[src/rtl/tlb_pkg.sv]
package tlb_pkg;
  localparam int ASID_W = 12;
  typedef logic [ASID_W-1:0] asid_t;

  // bit 0 of the identifier picks the user or kernel half of a pair
  function automatic asid_t form_tag(asid_t base, logic kern);
    asid_t t;
    t = base;
    t[0] = kern;
    return t;
  endfunction
endpackage

[src/rtl/tlb_cam.sv]
module tlb_cam
  import tlb_pkg::*;
#(
  parameter int N      = 16,
  parameter int VPN_W  = 20,
  parameter int PPN_W  = 20,
  parameter int PERM_W = 4,
  localparam int IW    = $clog2(N)
) (
  input  logic              clk,
  input  logic              rst,
  input  logic [VPN_W-1:0]  lk_vpn,
  input  asid_t             lk_tag,
  input  logic [VPN_W-1:0]  fl_vpn,
  input  asid_t             fl_tag,
  input  logic              wr_en,
  input  logic [IW-1:0]     wr_idx,
  input  logic [PPN_W-1:0]  wr_ppn,
  input  logic [PERM_W-1:0] wr_perm,
  input  logic              inv_en,
  input  asid_t             inv_tag,
  input  logic              clr_all,
  output logic [N-1:0]      lk_match,
  output logic [N-1:0]      fl_match,
  output logic [N-1:0]      valid_o,
  output logic [PPN_W-1:0]  rd_ppn,
  output logic [PERM_W-1:0] rd_perm
);
  logic [N-1:0]      valid_q;
  logic [VPN_W-1:0]  vpn_q  [N];
  asid_t             tag_q  [N];
  logic [PPN_W-1:0]  ppn_q  [N];
  logic [PERM_W-1:0] perm_q [N];

  // payload arrays: one write port, no reset
  always_ff @(posedge clk) begin
    if (wr_en) begin
      vpn_q[wr_idx]  <= fl_vpn;
      tag_q[wr_idx]  <= fl_tag;
      ppn_q[wr_idx]  <= wr_ppn;
      perm_q[wr_idx] <= wr_perm;
    end
  end

  genvar g;
  generate
    for (g = 0; g < N; g++) begin : g_ent
      always_ff @(posedge clk) begin
        if (rst) begin
          valid_q[g] <= 1'b0;
        end else if (clr_all || (inv_en && tag_q[g] == inv_tag)) begin
          valid_q[g] <= 1'b0;
        end else if (wr_en && wr_idx == IW'(g)) begin
          valid_q[g] <= 1'b1;
        end
      end
      assign lk_match[g] = valid_q[g] && vpn_q[g] == lk_vpn && tag_q[g] == lk_tag;
      assign fl_match[g] = valid_q[g] && vpn_q[g] == fl_vpn && tag_q[g] == fl_tag;
    end
  endgenerate

  // at most one entry matches, so an OR of gated words is the read mux
  always_comb begin
    rd_ppn  = '0;
    rd_perm = '0;
    for (int i = 0; i < N; i++) begin
      if (lk_match[i]) begin
        rd_ppn  = rd_ppn  | ppn_q[i];
        rd_perm = rd_perm | perm_q[i];
      end
    end
  end

  assign valid_o = valid_q;
endmodule

[src/rtl/tlb_lru.sv]
module tlb_lru #(
  parameter int N  = 16,
  localparam int IW = $clog2(N)
) (
  input  logic          clk,
  input  logic          rst,
  input  logic          touch_en,
  input  logic [IW-1:0] touch_idx,
  output logic [IW-1:0] victim
);
  // age 0 = most recent, N-1 = least recent; ages stay a permutation
  logic [IW-1:0] age_q [N];

  always_ff @(posedge clk) begin
    if (rst) begin
      for (int i = 0; i < N; i++) age_q[i] <= IW'(N - 1 - i);
    end else if (touch_en) begin
      for (int i = 0; i < N; i++) begin
        if (touch_idx == IW'(i))
          age_q[i] <= '0;
        else if (age_q[i] < age_q[touch_idx])
          age_q[i] <= age_q[i] + 1'b1;
      end
    end
  end

  always_comb begin
    victim = '0;
    for (int i = 0; i < N; i++) begin
      if (age_q[i] == IW'(N - 1)) victim = IW'(i);
    end
  end
endmodule

[src/rtl/tag_tlb.sv]
module tag_tlb
  import tlb_pkg::*;
#(
  parameter int N      = 16,
  parameter int VPN_W  = 20,
  parameter int PPN_W  = 20,
  parameter int PERM_W = 4,
  localparam int IW    = $clog2(N)
) (
  input  logic              clk,
  input  logic              rst,
  input  logic              lk_valid,
  input  logic [VPN_W-1:0]  lk_vpn,
  input  logic              kern_mode,
  output logic              lk_hit,
  output logic [PPN_W-1:0]  lk_ppn,
  output logic [PERM_W-1:0] lk_perm,
  input  logic              fill_en,
  input  logic [VPN_W-1:0]  fill_vpn,
  input  logic [PPN_W-1:0]  fill_ppn,
  input  logic [PERM_W-1:0] fill_perm,
  input  logic              id_we,
  input  logic [11:0]       id_wdata,
  input  logic              inv_id_en,
  input  logic [11:0]       inv_id,
  input  logic              flush_all
);
  asid_t         active_q;
  asid_t         cmp_tag;
  logic [N-1:0]  lk_match, fl_match, valid_q;
  logic [PPN_W-1:0]  rd_ppn;
  logic [PERM_W-1:0] rd_perm;
  logic          inv_any, fill_go, touch_en;
  logic [IW-1:0] fill_idx, hit_idx, free_idx, dup_idx, victim, touch_idx;

  always_ff @(posedge clk) begin
    if (rst)        active_q <= '0;
    else if (id_we) active_q <= id_wdata;
  end

  assign cmp_tag = form_tag(active_q, kern_mode);
  assign inv_any = inv_id_en | flush_all;
  assign fill_go = fill_en & ~inv_any;

  tlb_cam #(.N(N), .VPN_W(VPN_W), .PPN_W(PPN_W), .PERM_W(PERM_W)) u_cam (
    .clk(clk), .rst(rst),
    .lk_vpn(lk_vpn), .lk_tag(cmp_tag),
    .fl_vpn(fill_vpn), .fl_tag(cmp_tag),
    .wr_en(fill_go), .wr_idx(fill_idx), .wr_ppn(fill_ppn), .wr_perm(fill_perm),
    .inv_en(inv_id_en), .inv_tag(inv_id), .clr_all(flush_all),
    .lk_match(lk_match), .fl_match(fl_match), .valid_o(valid_q),
    .rd_ppn(rd_ppn), .rd_perm(rd_perm)
  );

  function automatic logic [IW-1:0] enc_last(logic [N-1:0] v);
    logic [IW-1:0] r;
    r = '0;
    for (int i = 0; i < N; i++) if (v[i]) r = IW'(i);
    return r;
  endfunction

  function automatic logic [IW-1:0] first_free(logic [N-1:0] v);
    logic [IW-1:0] r;
    r = '0;
    for (int i = N - 1; i >= 0; i--) if (!v[i]) r = IW'(i);
    return r;
  endfunction

  always_comb begin
    dup_idx  = enc_last(fl_match);
    hit_idx  = enc_last(lk_match);
    free_idx = first_free(valid_q);
    if (|fl_match)       fill_idx = dup_idx;
    else if (~&valid_q)  fill_idx = free_idx;
    else                 fill_idx = victim;
  end

  assign lk_hit  = lk_valid & (|lk_match) & ~inv_any;
  assign lk_ppn  = lk_hit ? rd_ppn  : '0;
  assign lk_perm = lk_hit ? rd_perm : '0;

  assign touch_en  = fill_go | lk_hit;
  assign touch_idx = fill_go ? fill_idx : hit_idx;

  tlb_lru #(.N(N)) u_lru (
    .clk(clk), .rst(rst),
    .touch_en(touch_en), .touch_idx(touch_idx), .victim(victim)
  );
endmodule

[config.mk]
export PLATFORM = sky130hd
export DESIGN_NAME = tag_tlb
export DESIGN_NICKNAME = d
export VERILOG_FILES = /design/src/rtl/tlb_pkg.sv /design/src/rtl/tlb_cam.sv /design/src/rtl/tlb_lru.sv /design/src/rtl/tag_tlb.sv
export SDC_FILE = /design/constraint.sdc
export NUM_CORES = 2
export LEC_CHECK = 0
export CORE_UTILIZATION = 40
export DETAILED_ROUTE_END_ITERATION = 8
export GPL_ROUTABILITY_DRIVEN = 0
export MAX_ROUTING_LAYER = met4
export PLACE_DENSITY_LB_ADDON = 0.1
export SLEW_MARGIN = 20
export SYNTH_ARGS = -nofsm -noshare
export SYNTH_HDL_FRONTEND = slang
export SYNTH_HIERARCHICAL = 1
export SYNTH_SLANG_ARGS = --single-unit
[constraint.sdc]
create_clock -name clk -period 9.7 [get_ports clk]
set_input_delay 2.91 -clock clk [delete_from_list [all_inputs] [get_ports clk]]
set_output_delay 2.91 -clock clk [all_outputs]
set_load 0.1 [all_outputs]
==> results.py <==
metrics = {
    "clocking": {
        "clockRootBuffer": "clkbuf_16",
        "clk_path_buf_depth": 3,
        "cts_tree": "done",
        "cts_inserted_buffers": 114,
        "clk_pin_slew_ns": 0.06,
        "cts.sinks": 987,
        "cts_htree_levels": 3,
        "ctsHoldBuffers": 0,
        "clk_latency_ns": 0.76,
    },
    "global_route": {
        "grt_antenna_before_repair": 5,
        "grt_pass1_wl_um": 301000,
        "grt_usage": 0.310,
        "grt_max_degree": 58,
        "grt_pass1_vias": 39500,
        "gr-total-overflow": 0,
    },
    "synthesis": {
        "synth_common_cells": "edfxtp_1, xnor2_1, nand4_1",
        "async_reset_ff_frac": 0,
        "synth-edff-count": 960,
        "ys_warn_count": 6,
        "synth_fp_nets": 4952,
        "ys.flop_type": "edfxtp_1",
        "ys_types": 84,
        "synth.most_common_cell": "edfxtp_1",
        "synthCells": 4792,
        "ys_ff_latch": 987,
        "synth_area_leader_cell": "edfxtp_1",
        "ys_seq_area_frac": 0.531,
        "synth_top_area_share": 0.522,
        "synth_area_per_cell_um2": 11.5,
        "synth_area_mm2": 0.0553,
        "netlist_top_cells_area": "edfxtp_1, xnor2_1, nand4_1, xor2_1, nor2_1",
    },
    "placed_design": {
        "post-place-ws_ns": -0.212,
        "place_area_mm2": 0.0603,
        "portBuffers": 119,
        "dp_hpwl_um": 139000,
    },
    "die": {
        "coreArea_mm2": 0.137,
        "io_pins": 121,
        "die_area_mm2": 0.140,
        "row_count": 136,
        "initial_core_util": 0.402,
        "die_x_um": 374,
        "die_h_um": 374,
    },
    "outcome": {
        "status": "complete, no violations",
    },
    "drt": {
        "viasPerCell": 5.93,
        "vias": 41200,
        "detail_route.wl_per_cell_um": 30.9,
        "detail-route-antenna-nets": 0,
        "drc": 0,
        "drt_wl_total_um": 215000,
        "first_iter_violations": 4616,
        "drt_first_pass_iters": 8,
    },
    "setup_path": {
        "r2r-end": "u_lru/age_q[11][2]$_SDFFCE_PP1P_",
        "arrival_ns": 6.61,
        "cp-start-kind": "input port",
        "crit_path_end_kind": "output port",
        "critPathMaxFanout": 26,
        "ff2ff_path_depth": 24,
        "path_class": "input port to output port",
        "r2r_start": "active_q[11]$_SDFFE_PP0P_",
        "critPathRequiredTime_ns": 6.79,
        "r2r_slack_ns": 2.10,
    },
    "hold_path": {
        "hold_depth": 2,
        "hp-class": "register to register",
        "hp-start": "u_cam/valid_o[11]$_SDFFE_PP0P_",
        "hold_end": "u_cam/valid_o[11]$_SDFFE_PP0P_",
    },
    "timing": {
        "rsz0062_at_grt": "false",
        "tns_ns": 0,
        "max_slew_margin": 0.175,
        "skew_ns": 0.0485,
        "period_minus_slack_ns": 9.52,
        "report.final.slew_viol_count": 0,
        "timing.final.crit_share": 0.982,
        "setup_viol": 0,
        "fmax_ghz": 0.105,
        "tightest_slew_ns": 1.24,
        "hold_violations": 0,
        "setup_slack_ns": 0.178,
    },
    "cells_and_area": {
        "finalNetCount": 5222,
        "seqCellArea_mm2": 0.0294,
        "num-fill-cells": 12500,
        "multi_input_comb_area_mm2": 0.0231,
        "area.growth.synth_to_final_pct": 16.3,
        "finalInstanceArea_mm2": 0.0643,
        "final_layout_size_suffix_gt1_frac": 0.134,
    },
    "pwr": {
        "finalPower_mw": 10.3,
        "power.leakage_nw": 21.7,
        "power_density_mw_per_mm2": 161,
        "irDropWorstVdd_v": 0.000144,
    },
    "run": {
        "drv_cap": 0,
    },
}
[timing repair]
action / in CTS / in global routing
buffers inserted: 0 / 0
resized for setup: 0 / 1
setup endpoints to repair: 0 / 24
[per-stage QoR]
| step | hold WS [ns] | util | std cells |
|---|---|---|---|
| 5_1_grt | 0.706 | 0.468 | 6948 |
| 4_1_cts | 0.650 | 0.468 | 6947 |
| 6_report | 0.663 | 0.468 | 6948 |
| 3_3_place_gp | 0.644 | 0.439 | 6739 |
| 3_5_place_dp | 0.645 | 0.439 | 6740 |
| 2_1_floorplan | 0.555 | - | 4792 |
[cell usage in the layout, fill, tap and decap left out, types with 18 or more instances in the layout]
cell type        count
inv_1              340
xor2_1             292
clkbuf_16          115
nand4_1            516
o2111ai_1           99
nor3_1              18
xnor2_1            933
or4_1               28
and3_1              40
buf_12              64
nor4_1             124
clkinv_1            20
buf_4              305
clkdlybuf4s50_1     41
edfxtp_1           960
a21oi_1             57
bufinv_16           20
nand3_1            125
o21ai_0             55
buf_2               52
and2_1              35
nand2_1            122
nor2_1             352
ha_1                64
nand2b_1            20
[area by class of cell]
| cell class | instances | area share |
|---|---|---|
| flip-flops and latches | 987 | 0.458 |
| multi-input cells | 3155 | 0.359 |
| repair buffers | 464 | 0.0663 |
| clock buffers | 140 | 0.0475 |
| well taps | 1794 | 0.0349 |
| inverters | 340 | 0.0199 |
| clock inverters | 67 | 0.0143 |
| diodes | 1 | 0.0000389 |
[worst max path at each step]
stage / to / start / slack [ns]
finish: lk_ppn[0] / lk_vpn[15] / 0.18
global route: lk_ppn[2] / lk_vpn[15] / 0.18
CTS: lk_ppn[0] / lk_vpn[15] / 0.05
detailed placement: u_lru/age_q[1][2]$_SDFFCE_PN1P_ / lk_vpn[15] / -0.21
global placement: u_lru/age_q[1][1]$_SDFFCE_PN1P_ / lk_vpn[15] / -0.29
floorplan: u_lru/age_q[12][0]$_SDFFCE_PP1P_ / lk_vpn[7] / 0.28
[cell families after synthesis]
logic type / after synthesis / share of synthesized area
multiplexers: 34 / 0.00965
buffers and inverters: 650 / 0.0556
flip-flops: 987 / 0.531
XOR/XNOR: 1225 / 0.194
adder cells (fa/ha/maj): 64 / 0.0145
AND/OR/NAND/NOR: 1471 / 0.146
AO/OA/AOI/OAI: 361 / 0.0484
[report_power, final]
group          leakage [nW]  internal, mW  switching, mW  total (mW)
logic                  10.9         0.328          0.574       0.903
clock network          1.93          2.76           1.88        4.64
registers              8.83          4.70         0.0777        4.78
[layer usage]
layer | GRT usage | part of all wire
met5 | - | 0
met4 | 0.100 | 0.031
met3 | 0.0471 | 0.083
met1 | 0.418 | 0.43
met2 | 0.479 | 0.46
[flip-flops by register name, summed over array words and instances (netlist names)]
| register | cells |
|---|---|
| u_cam/ppn_q | 320 |
| u_cam/vpn_q | 320 |
| u_cam/perm_q | 64 |
| u_cam/tag_q | 192 |
| active_q | 11 |
| u_cam/valid_o | 16 |
| u_lru/age_q | 64 |
[worst max-delay path: stages]
cell and delay [ns]:
clkbuf_4 0.49, buf_4 0.28, xnor2_1 0.13, nand4_1 0.20, nor4_4 0.37, nand2_1 0.11, nor4_1 0.78, buf_4 0.30
nor2_1 0.09, nand3_1 0.10, o311a_1 0.22, buf_12 0.17, and2_1 0.21, buf_12 0.19
Note: power is estimated with default switching activity, not from simulation.
